### src/rtl/kwd_pkg.sv
package kwd_pkg;
  localparam logic [7:0] KEY_FIRST  = 8'h1E;
  localparam logic [7:0] KEY_SECOND = 8'hE1;
  localparam logic       SEL_RESTART = 1'b0;
  localparam logic       SEL_PROG    = 1'b1;

  typedef struct packed {
    logic       half_sel;
    logic [2:0] period;
  } prog_t;

  localparam prog_t PROG_RESET = '{half_sel: 1'b0, period: 3'd0};
endpackage

### src/rtl/kwd_key_detect.sv
module kwd_key_detect
  import kwd_pkg::*;
(
  input  logic       clk,
  input  logic       rst,
  input  logic       wr_restart,
  input  logic [7:0] wr_data,
  output logic       key_ok
);
  logic armed;

  assign key_ok = wr_restart && armed && (wr_data == KEY_SECOND);

  always_ff @(posedge clk) begin
    if (rst) begin
      armed <= 1'b0;
    end else if (wr_restart) begin
      armed <= (wr_data == KEY_FIRST);
    end
  end

  // a completed key is always preceded by a first-key write
  assert_key_prefix_R2: assert property (@(posedge clk) disable iff (rst)
    key_ok |-> $past(wr_restart && wr_data == KEY_FIRST));
endmodule

### src/rtl/kwd_prescaler.sv
module kwd_prescaler (
  input  logic clk,
  input  logic rst,
  input  logic dbl_speed,
  input  logic half_sel,
  input  logic freeze,
  output logic tick
);
  logic phase;
  logic half_rate;

  assign half_rate = !dbl_speed || half_sel;
  assign tick      = !freeze && (half_rate ? phase : 1'b1);

  always_ff @(posedge clk) begin
    if (rst) begin
      phase <= 1'b0;
    end else if (!freeze) begin
      phase <= !phase;
    end
  end

  // prescaler phase holds through power-down
  assert_phase_frozen_R9: assert property (@(posedge clk) disable iff (rst)
    freeze |=> $stable(phase));
endmodule

### src/rtl/kwd_counter.sv
module kwd_counter #(
  parameter int BASE_MULT  = 6,
  parameter int BASE_SHIFT = 14,
  parameter int PERIOD_W   = 3,
  localparam int CNT_W = $clog2(BASE_MULT) + BASE_SHIFT + (1 << PERIOD_W) + 1
) (
  input  logic                clk,
  input  logic                rst,
  input  logic                enabled,
  input  logic                hold,
  input  logic                clr,
  input  logic                tick,
  input  logic [PERIOD_W-1:0] period,
  output logic                fire,
  output logic [CNT_W-1:0]    cnt
);
  logic [CNT_W-1:0] limit;
  logic             at_limit;

  assign limit    = CNT_W'(BASE_MULT) << (BASE_SHIFT + int'(period));
  assign at_limit = (cnt >= limit - CNT_W'(1));
  assign fire     = enabled && !hold && !clr && tick && at_limit;

  always_ff @(posedge clk) begin
    if (rst || !enabled || hold || clr || fire) begin
      cnt <= '0;
    end else if (tick) begin
      cnt <= cnt + CNT_W'(1);
    end
  end

  // every count tick below the limit advances the count by one
  assert_step_R7: assert property (@(posedge clk) disable iff (rst)
    (enabled && !hold && !clr && tick && !at_limit) |=> (cnt == $past(cnt) + CNT_W'(1)));
  // without a tick the count holds
  assert_hold_no_tick_R9: assert property (@(posedge clk) disable iff (rst)
    (enabled && !hold && !clr && !tick) |=> $stable(cnt));
  // a completed key clears the count
  assert_service_clear_R3: assert property (@(posedge clk) disable iff (rst)
    clr |=> (cnt == '0));
endmodule

### src/rtl/kwd_pulse_gen.sv
module kwd_pulse_gen #(
  parameter int PULSE_LEN = 96,
  localparam int PC_W = $clog2(PULSE_LEN) + 1
) (
  input  logic clk,
  input  logic rst,
  input  logic fire,
  output logic active,
  output logic done,
  output logic rst_n_out
);
  logic [PC_W-1:0] remain;

  assign done = active && (remain == '0);

  always_ff @(posedge clk) begin
    if (rst) begin
      active    <= 1'b0;
      remain    <= '0;
      rst_n_out <= 1'b1;
    end else if (!active) begin
      if (fire) begin
        active    <= 1'b1;
        remain    <= PC_W'(PULSE_LEN - 1);
        rst_n_out <= 1'b0;
      end
    end else if (done) begin
      active    <= 1'b0;
      rst_n_out <= 1'b1;
    end else begin
      remain <= remain - PC_W'(1);
    end
  end

  // the pulse never lasts a single cycle
  assert_pulse_min_R6: assert property (@(posedge clk) disable iff (rst)
    $fell(rst_n_out) |=> !rst_n_out);
endmodule

### src/rtl/kwd_top.sv
module kwd_top
  import kwd_pkg::*;
#(
  parameter int BASE_MULT  = 6,
  parameter int BASE_SHIFT = 14,
  parameter int PULSE_LEN  = 96
) (
  input  logic       clk,
  input  logic       rst,
  input  logic       wr_en,
  input  logic       wr_sel,
  input  logic [7:0] wr_data,
  input  logic       dbl_speed,
  input  logic       idle,
  input  logic       pwr_down,
  output logic       wd_active,
  output logic       rst_n_out
);
  localparam int PERIOD_W = 3;
  localparam int CNT_W = $clog2(BASE_MULT) + BASE_SHIFT + (1 << PERIOD_W) + 1;

  prog_t            prog;
  logic             wr_restart;
  logic             key_ok;
  logic             tick;
  logic             fire;
  logic             pulse_active;
  logic             pulse_done;
  logic [CNT_W-1:0] cnt;

  assign wr_restart = wr_en && (wr_sel == SEL_RESTART);

  always_ff @(posedge clk) begin
    if (rst) begin
      prog <= PROG_RESET;
    end else if (wr_en && (wr_sel == SEL_PROG)) begin
      prog <= '{half_sel: wr_data[4], period: wr_data[2:0]};
    end
  end

  always_ff @(posedge clk) begin
    if (rst || pulse_done) begin
      wd_active <= 1'b0;
    end else if (key_ok) begin
      wd_active <= 1'b1;
    end
  end

  kwd_key_detect u_key (
    .clk        (clk),
    .rst        (rst),
    .wr_restart (wr_restart),
    .wr_data    (wr_data),
    .key_ok     (key_ok)
  );

  kwd_prescaler u_pre (
    .clk       (clk),
    .rst       (rst),
    .dbl_speed (dbl_speed),
    .half_sel  (prog.half_sel),
    .freeze    (pwr_down),
    .tick      (tick)
  );

  kwd_counter #(
    .BASE_MULT  (BASE_MULT),
    .BASE_SHIFT (BASE_SHIFT),
    .PERIOD_W   (PERIOD_W)
  ) u_cnt (
    .clk     (clk),
    .rst     (rst),
    .enabled (wd_active),
    .hold    (pulse_active),
    .clr     (key_ok),
    .tick    (tick),
    .period  (prog.period),
    .fire    (fire),
    .cnt     (cnt)
  );

  kwd_pulse_gen #(
    .PULSE_LEN (PULSE_LEN)
  ) u_pulse (
    .clk       (clk),
    .rst       (rst),
    .fire      (fire),
    .active    (pulse_active),
    .done      (pulse_done),
    .rst_n_out (rst_n_out)
  );

  // the watchdog only turns on from a second-key restart write
  assert_enable_source_R2: assert property (@(posedge clk) disable iff (rst)
    $rose(wd_active) |-> $past(wr_restart && wr_data == KEY_SECOND));
  // while running and not pulsing, nothing switches it off
  assert_stays_on_R4: assert property (@(posedge clk) disable iff (rst)
    (wd_active && rst_n_out) |=> wd_active);
  // no reset pulse starts while disabled
  assert_quiet_when_off_R1: assert property (@(posedge clk) disable iff (rst)
    (!wd_active && rst_n_out) |=> rst_n_out);
  // the count is held cleared during the pulse
  assert_cleared_in_pulse_R6: assert property (@(posedge clk) disable iff (rst)
    !rst_n_out |-> (cnt == '0));
  // in idle at full rate the count keeps moving
  assert_idle_counts_R8: assert property (@(posedge clk) disable iff (rst)
    (idle && !pwr_down && wd_active && rst_n_out && dbl_speed && !prog.half_sel && !key_ok)
      |=> (cnt != $past(cnt)));
endmodule

### config.mk
export PLATFORM = sky130hd
export DESIGN_NAME = kwd_top
export DESIGN_NICKNAME = d
export VERILOG_FILES = /design/src/rtl/kwd_pkg.sv /design/src/rtl/kwd_key_detect.sv /design/src/rtl/kwd_prescaler.sv /design/src/rtl/kwd_counter.sv /design/src/rtl/kwd_pulse_gen.sv /design/src/rtl/kwd_top.sv
export SDC_FILE = /design/constraint.sdc
export NUM_CORES = 1
export LEC_CHECK = 0
export ABC_AREA = 0
export ABC_CLOCK_PERIOD_IN_PS = 12800
export BUFFER_PORTS_ARGS = -buffer_cell sky130_fd_sc_hd__buf_2
export CAP_MARGIN = 20
export CORE_ASPECT_RATIO = 0.8
export CORE_UTILIZATION = 35
export DETAILED_ROUTE_END_ITERATION = 7
export PLACE_DENSITY = 0.6
export SYNTH_ARGS = -nofsm -noshare
export SYNTH_HDL_FRONTEND = slang
export SYNTH_SLANG_ARGS = --single-unit
### constraint.sdc
create_clock -name clk -period 12.8 [get_ports clk]
set_clock_uncertainty 0.2 [all_clocks]
set_input_delay 1.92 -clock clk [delete_from_list [all_inputs] [get_ports clk]]
set_output_delay 1.92 -clock clk [all_outputs]
set_load 0.02 [all_outputs]
* Yosys cells after proc, flatten, opt, wreduce, memory -nomap -nowiden
Index checks and enable logic that the tools add are counted.
** Operators by class
- Add/sub/neg operators :: 4
- Magnitude comparators :: 1
- Eq/ne operators :: 4
- Shifts and indexed selects :: 1
- Mux-type cells :: 10
- Bitwise logic cells :: 1
- Reduce and logical (&&, ||, !) cells :: 26
** Operator list (number)
- $shl 3x32->26 const A :: 1
- $add 26x1->26 const B :: 1
- $ge 26x26->1 :: 1
- $sub 26x1->26 const B :: 1
- $mux 8 :: 3
- $logic_and 1x1->1 :: 10
- $eq 8x5->1 const B :: 1
- $eq 8x8->1 const B :: 1
- $logic_not 8->1 :: 1
- $sub 8x1->8 const B :: 1
- $mux 1 :: 7
- $logic_not 1->1 :: 6
- $logic_or 1x1->1 :: 6
- $add 4x3->5 const A :: 1
- $ne 2x2->1 const B :: 2
- $reduce_and 2->1 :: 2
- $reduce_bool 2->1 :: 1
- $not 1->1 :: 1
** Storage, ports and cells
- Bits in registers :: 43
- Input port bits :: 15
- Output and inout port bits :: 2
- Logic and storage cells :: 56

* Depth between registers and ports, before layout
Gate-level depths: netlist of the first run.
- Depth after elaboration :: 10
- Gate-level depth with buffers :: 17
- Gate-level depth less buffers :: 15

* By module
Synthesis of the first run repeated with hierarchy kept, for this count alone.
** Unflattened totals
- Cells, all modules :: 380
- Area, all modules :: 3163.0 µm²
** Modules (own cells, without submodules)
- kwd_counter :: instances 1, cells an instance 279, area an instance 2237.1 µm², seq. area each 520.5 µm²
- kwd_pulse_gen :: instances 1, cells an instance 64, area an instance 564.3 µm², seq. area each 200.2 µm²
- kwd_top :: instances 1, cells an instance 22, area an instance 214.0 µm², seq. area each 100.1 µm²
- kwd_key_detect :: instances 1, cells an instance 9, area an instance 96.3 µm², seq. area each 20.0 µm²
- kwd_prescaler :: instances 1, cells an instance 6, area an instance 51.3 µm², seq. area each 20.0 µm²

* Worst setup path before layout of the first run
Ideal clock, no wire load.
- Path type :: register to register
- From :: register prog[1] (netlist bit)
- To :: register u_pulse.remain[0]
- Setup time :: 120 ps
- Data arrival time :: 3831 ps
- Data required time :: 12480 ps
- Setup slack :: 8649 ps
- Stages on the path, launching flop included :: 18
- Buffers on the path :: 2
- Clock period less this slack :: 4151 ps
- Cells stage by stage :: dfxtp_1 -> inv_1 -> ha_1 -> buf_2 -> o21a_1 -> nor3_1 -> nand2_1 -> nor3_1 -> xor2_1 -> and2_1 -> ha_1 -> nand4_1 -> nor3_1 -> and3_1 -> or4_1 -> o31a_1 -> buf_2 -> o31a_1
** Between the ends
- Cells in the longest elaborated chain, start to end :: 7
** RTL lines
- start: declaration :: RTL line kwd_top.sv:22 : prog_t prog;
- start signal: assignment :: RTL line kwd_top.sv:37 : prog <= '{half_sel: wr_data[4], period: wr_data[2:0]};
- $add 4x3->5 :: RTL line kwd_counter.sv:20 : assign limit = CNT_W'(BASE_MULT) << (BASE_SHIFT + int'(period));
- $shl 3x32->26 :: RTL line kwd_counter.sv:20
- $sub 26x1->26 :: RTL line kwd_counter.sv:21 : assign at_limit = (cnt >= limit - CNT_W'(1));
- $ge 26x26->1 :: RTL line kwd_counter.sv:21
- $logic_and 1x1->1 :: RTL line kwd_counter.sv:22 : assign fire = enabled && !hold && !clr && tick && at_limit;
- $reduce_bool 2->1 (no source line)
- $reduce_and 2->1 (no source line)
- end signal: assignment :: RTL line kwd_pulse_gen.sv:24 : remain <= PC_W'(PULSE_LEN - 1);
- end signal: assignment :: RTL line kwd_pulse_gen.sv:31 : remain <= remain - PC_W'(1);
- end: declaration :: RTL line kwd_pulse_gen.sv:12 : logic [PC_W-1:0] remain;
Every way passes these cells.
A chain may end at the register's enable or synchronous reset.

* Final worst setup path of the first run
Same ends and word-level chain as after synthesis.

==> results.json, run 1 <==
{
  "met1_usage_pct": 23.0,
  "grt.total_usage_pct": 15.8,
  "cts.repair.resized": 0,
  "final_common_cell": "dfxtp_1",
  "avgViaCountPerCell": 5.15,
  "numCtsBuffers": 5,
  "grt_start_max_net_pins": 27,
  "worst_pin_slew_ps": 1040,
  "min_period_ps": 4940,
  "power.total_uw": 258,
  "drt_iter0_drc": 70,
  "power_density_nw_per_um2": 84.7,
  "synthArstFlopShare_pct": 0,
  "nets": 391,
  "initial_core_util_pct": 36.9,
  "hold_class": "reg -> reg",
  "synth_area_leader_cell": "dfxtp_1",
  "postLayoutCellArea_um2": 3040,
  "setup_viol": 0,
  "setup_slack_ps": 7860,
  "grt_pass1_vias": 2165,
  "wl_per_cell_um": 13.1,
  "leakage_nw": 1.18,
  "fin_cells": 454,
  "worstPathMaxFanout": 17,
  "fin_tns_setup_ps": 0,
  "cts_setup_buffers": 0,
  "first_pass_iters": 4,
  "vias": 2338,
  "io_buffers": 15,
  "grtUsageMet3_pct": 2.98,
  "synth_seq_area_share_pct": 30.9,
  "dieArea_um2": 8310,
  "netlist_top_cells_area": "dfxtp_1 (31%), ha_1 (13%), nor3_1 (7.4%)",
  "vdd_ir_drop_max_v": 0.0000387,
  "mostFrequentLayoutCells": "dfxtp_1 (43), nor3_1 (41), ha_1 (28)",
  "cp-end-kind": "flip-flop",
  "cts_root_buffer": "clkbuf_8",
  "grt-busiest-layer": "met2",
  "cts_buffer_depth": 2,
  "drive_above_1_share_pct": 8.88,
  "h-tree-depth": 2,
  "syn-cell-area_um2": 2780,
  "run_status": "completed",
  "slew_headroom_pct": 30.8,
  "antennaDiodeCount": 0,
  "synth_warnings": 0,
  "cp.arrival_ps": 4930,
  "ant_nets": 0,
  "fmax_ghz": 0.202,
  "rsz0062_at_grt": "false",
  "antenna_found_initial": 0,
  "synth_enable_flop_cells": 0,
  "placed_cells": 446,
  "grt_overflow": 0,
  "synth-seq-cells": 43,
  "area_delta_synth_final_pct": 9.36,
  "syn-instance-count": 335,
  "worstSetupStartpointType": "flip-flop",
  "final.period_utilization_pct": 38.6,
  "cts.clk_slew.worst_paths_ps": 80,
  "wl_mm": 5.93,
  "cts.sinks": 43,
  "cts_tree": "yes",
  "die_x_um": 102,
  "grt_util_met2_pct": 23.8,
  "grt_pass1_wl_mm": 10.3,
  "die_h_um": 81.7,
  "holdBufCountCts": 0,
  "placed_area_um2": 2960,
  "cap_violations": 0,
  "synth-main-ff-cell": "dfxtp_1",
  "hpwl_mm": 4.37,
  "hold_viol_final": 0,
  "clock_latency_ps": 300,
  "worstPathRequired_ps": 12790,
  "finalWeightedCongestion": 0.806,
  "route.detailed.drc": 0,
  "core_um2": 7530,
  "synth.avg_cell_area_um2": 8.30,
  "worst-setup-path-type": "reg -> reg",
  "synth.top_cell.area_share_pct": 30.9,
  "synth.distinct_cells": 43,
  "final_max_slew_viol_count": 0,
  "ios": 17,
  "pre_cts_ws_ps": 7880,
  "row_count": 28
}
==> Yosys cell counts (3+ instances only) <==
| master | n |
|---|---|
| nor3_1 | 41 |
| nor2_1 | 20 |
| nand2_1 | 25 |
| nand2b_1 | 7 |
| buf_2 | 4 |
| clkbuf_1 | 8 |
| o21a_1 | 3 |
| xnor2_1 | 20 |
| a21oi_1 | 21 |
| nand3_1 | 17 |
| and3_1 | 9 |
| a31oi_1 | 4 |
| inv_1 | 11 |
| and2_1 | 6 |
| ha_1 | 28 |
| xor2_1 | 21 |
| dfxtp_1 | 43 |
| o21ai_0 | 5 |
| nor4_1 | 3 |
| nand4_1 | 7 |
==> per-stage QoR <==
stage | util, % | hold WS (ps)
after global routing | 40.4 | 315
after global placement | 39.3 | 255
after floorplan | - | 231
after CTS | 40.4 | 270
after detailed placement | 39.3 | 257
final | 40.4 | 267
==> report_power, final <==
part	internal, mW	switching, mW
clock	0.0383	0.0500
combinational	0.0141	0.0197
sequential	0.135	0.00107
total	0.187	0.0708
==> layer usage <==
metal / part of all wire, % / up-vias
met2: 40 / 32
li1: - / 1223
met5: 0 / -
met1: 55 / 1078
met3: 4.2 / 5
met4: 0.89 / 0
==> worst paths after layout <==
check / slack [ps] / endpoint / from / cells past startpoint
worst min-delay path: 270 / u_pulse.rst_n_out / u_pulse.rst_n_out / 2
worst min register to register: 270 / u_pulse.rst_n_out / u_pulse.rst_n_out / 2
worst max register to register: 7860 / u_pulse.remain[0] / prog[1] / 15
worst max-delay path: 7860 / u_pulse.remain[0] / prog[1] / 15
==> cell families after synthesis <==
kind of cell	after synthesis	synth area share, %
buffers and inverters	23	3.28
adders and majority gates	28	12.6
DFF	43	30.9
muxes	3	1.12
and+or+nand+nor	148	28.1
xor gates and xnor gates	41	12.9
other	1	0.135
AOI/OAI and AO/OA	48	10.9
==> final cells by class <==
cell class,instances,area [um2]
well taps,105,131
repair buffers,17,90.1
inverters,11,41.3
multi-input cells,270,1830
clock inverters,2,12.5
clock buffers,6,72.6
flip-flops and latches,43,861
fillers,788,4490
==> registers in the layout (all words and copies together), names as in the netlist <==
name / cells
prog: 4
u_cnt.cnt: 26
u_key.armed: 1
u_pre.phase: 1
u_pulse.active: 1
u_pulse.remain: 8
u_pulse.rst_n_out: 1
wd_active: 1
==> worst max-delay path: stages (launching register included) <==
cell       delay (ps)
dfxtp_1           520
inv_1             160
ha_1              470
nand2_1           150
nand2b_1          100
a21oi_1            60
o21ai_0           320
nor2_1             80
o32a_1            300
ha_1              300
a2111oi_0         360
o21ai_0           220
or4_1             460
o31a_1            540
buf_4             300
o31a_1            280
(Power assumes the default switching activity.)
==> inputs of run 2 (changes only) <==
--- a/config.mk
+++ b/config.mk
@@ -6,13 +6,13 @@
 export NUM_CORES = 1
 export LEC_CHECK = 0
 export ABC_AREA = 0
-export ABC_CLOCK_PERIOD_IN_PS = 12800
+export ABC_CLOCK_PERIOD_IN_PS = 4500
 export BUFFER_PORTS_ARGS = -buffer_cell sky130_fd_sc_hd__buf_2
 export CAP_MARGIN = 20
 export CORE_ASPECT_RATIO = 0.8
 export CORE_UTILIZATION = 35
 export DETAILED_ROUTE_END_ITERATION = 7
-export PLACE_DENSITY = 0.6
+export PLACE_DENSITY = 0.62
 export SYNTH_ARGS = -nofsm -noshare
 export SYNTH_HDL_FRONTEND = slang
 export SYNTH_SLANG_ARGS = --single-unit
==> constraint.sdc (replaced) <==
create_clock -name clk -period 4.5 [get_ports clk]
set_clock_uncertainty 0.2 [all_clocks]
set_input_delay 0.675 -clock clk [delete_from_list [all_inputs] [get_ports clk]]
set_output_delay 0.675 -clock clk [all_outputs]
set_load 0.02 [all_outputs]
==> results.json, run 2 (synthesis gave the netlist of run 1 again) <==
{
  "final.period_utilization_pct": 93.9,
  "hold_viol_final": 0,
  "drt_iter0_drc": 131,
  "hold_class": "reg -> reg",
  "slowest_stage": "o31a_2",
  "worstHoldStart": "prog[3]",
  "final_max_slew_viol_count": 0,
  "worst-setup-path-type": "reg -> reg",
  "cts_buffer_depth": 2,
  "antennaDiodeCount": 0,
  "fin_util_pct": 41.8,
  "numCtsBuffers": 5,
  "min_path_cells": 2,
  "power_frac_seq_pct": 50.5,
  "cts.clk_slew.worst_paths_ps": 90,
  "ios": 17,
  "ant_nets": 0,
  "whs_endpoint": "prog[3]",
  "cpPeakStageDelay_ps": 460,
  "worstPathMaxFanout": 14,
  "min_period_ps": 4230,
  "cts_tree": "yes",
  "avgViaCountPerCell": 5.26,
  "power.total_uw": 761,
  "cts.sinks": 43,
  "holdBufCountCts": 0,
  "p_switching_uw": 217,
  "fin_tns_setup_ps": 0,
  "power_density_nw_per_um2": 242,
  "worstPathRequired_ps": 4510,
  "grt_overflow": 0,
  "vdd_ir_drop_max_v": 0.000110,
  "cts_root_buffer": "clkbuf_8",
  "run_status": "completed",
  "grtUsageMet3_pct": 2.55,
  "cp.arrival_ps": 4240,
  "reg2reg_depth": 15,
  "vias": 2428,
  "cp-end-kind": "flip-flop",
  "first_pass_iters": 4,
  "dieArea_um2": 8310,
  "h-tree-depth": 2,
  "antenna_found_initial": 0,
  "hpwl_mm": 4.62,
  "die_h_um": 81.7,
  "p_int_uw": 544,
  "cp.buffers_inverters": 2,
  "die_x_um": 102,
  "clkPwrFrac_pct": 35.3,
  "cts.repair.resized": 0,
  "io_buffers": 15,
  "regMostFlops": "u_cnt.cnt",
  "nets": 399,
  "grt_util_met2_pct": 25.8,
  "p_sw_share_pct": 28.5,
  "fillers": 743,
  "wl_per_cell_um": 13.5,
  "mostFrequentLayoutCells": "dfxtp_1 (43), nor3_1 (39), ha_1 (27)",
  "grt_pass1_vias": 2245,
  "row_count": 28,
  "grt_start_max_net_pins": 27,
  "core_um2": 7530,
  "worst_pin_slew_ps": 1010,
  "fmax_ghz": 0.237,
  "timing.rr.end": "u_cnt.cnt[6]",
  "rr_startpoint": "prog[1]",
  "path_delay_family": "compound AO/OA/AOI/OAI gates",
  "drive_above_1_share_pct": 12.6,
  "finalWeightedCongestion": 0.797,
  "cap_violations": 0,
  "final_common_cell": "dfxtp_1",
  "slew_headroom_pct": 32.5,
  "wl_mm": 6.23,
  "area_delta_synth_final_pct": 13.2,
  "met1_usage_pct": 22.5,
  "clock_latency_ps": 310,
  "initial_core_util_pct": 36.9,
  "grt-busiest-layer": "met2",
  "setup_viol": 0,
  "combPwrFrac_pct": 14.2,
  "grt.total_usage_pct": 16.1,
  "route.detailed.drc": 0,
  "cts_setup_buffers": 0,
  "worstSetupStartpointType": "flip-flop",
  "grt_pass1_wl_mm": 10.6,
  "r2r_slack_ps": 270,
  "crit_chain": "buf_4 -> ha_1 -> nand2_1 -> nand2b_1 -> a21oi_1 -> o21ai_1 -> nor2_1 -> o32a_1 -> ha_1 -> a2111oi_1 -> o21ai_1 -> or4_1 -> o31a_2 -> buf_4 -> nor3_1",
  "top_regs": "u_cnt.cnt x26, u_pulse.remain x8, prog x4",
  "leakage_nw": 1.24,
  "largest_reg_flops": 26,
  "rsz0062_at_grt": "false"
}
run 2: cell types whose count changed in the layout (fill, tap and decap cells not counted), sizes merged:
cell	previous run	this run
clkinvlp	1	0
clkbuf	6	5
inv	11	13
buf	17	25
run 2: power by group through the flow:
stage          clock [mW]  combinational [mW]  sequential (mW)
3_5_place_dp            0               0.102            0.393
4_1_cts             0.280               0.102            0.384
5_1_grt             0.294               0.120            0.385
6_report            0.269               0.108            0.384
2_1_floorplan           0              0.0713            0.394
3_3_place_gp            0              0.0987            0.393
run 2: worst max path at each step:
| stage | end | cells past startpoint | startpoint |
|---|---|---|---|
| 2_1_floorplan | u_pulse.remain[0] | 17 | prog[1] |
| 3_3_place_gp | u_cnt.cnt[20] | 16 | prog[1] |
| 3_5_place_dp | u_cnt.cnt[18] | 15 | prog[1] |
| 4_1_cts | u_cnt.cnt[18] | 15 | prog[1] |
| 5_1_grt | u_cnt.cnt[6] | 15 | prog[1] |
| 6_report | u_cnt.cnt[6] | 15 | prog[1] |
run 2: worst register-to-register path, delay by kind of cell (launching register included):
kind / cells / cell delay, ps
adders and majority gates: 2 / 640
and+or+nand+nor: 5 / 1000
buffers and inverters: 2 / 370
AOI/OAI and AO/OA: 6 / 1580
DFF: 1 / 360
run 2: routing by layer:
metal | routed length [um] | vias to the layer above
met2 | 2700 | 26
met1 | 3310 | 1153
met5 | 0 | -
met4 | 63 | 0
li1 | - | 1242
met3 | 157 | 7
run 2: final cells by class:
type	count	area [um2]	area share, %
Sequential cell	43	861	27.3
Tap cell	105	131	4.17
Multi-Input combinational cell	270	1870	59.4
Inverter	11	41.3	1.31
Clock inverter	3	26.3	0.834
Timing Repair Buffer	25	150	4.77
Clock buffer	5	68.8	2.19
run 2: metrics by stage:
| step | std cells | instance area (um2) | hold WS [ps] | worst slack (ps) |
|---|---|---|---|---|
| floorplan | 336 | 2790 | 231 | 349 |
| global placement | 454 | 3020 | 256 | 189 |
| detailed placement | 454 | 3020 | 260 | 60.2 |
| CTS | 462 | 3110 | 274 | 11.3 |
| global route | 462 | 3150 | 297 | 30.6 |
| finish | 462 | 3150 | 275 | 274 |
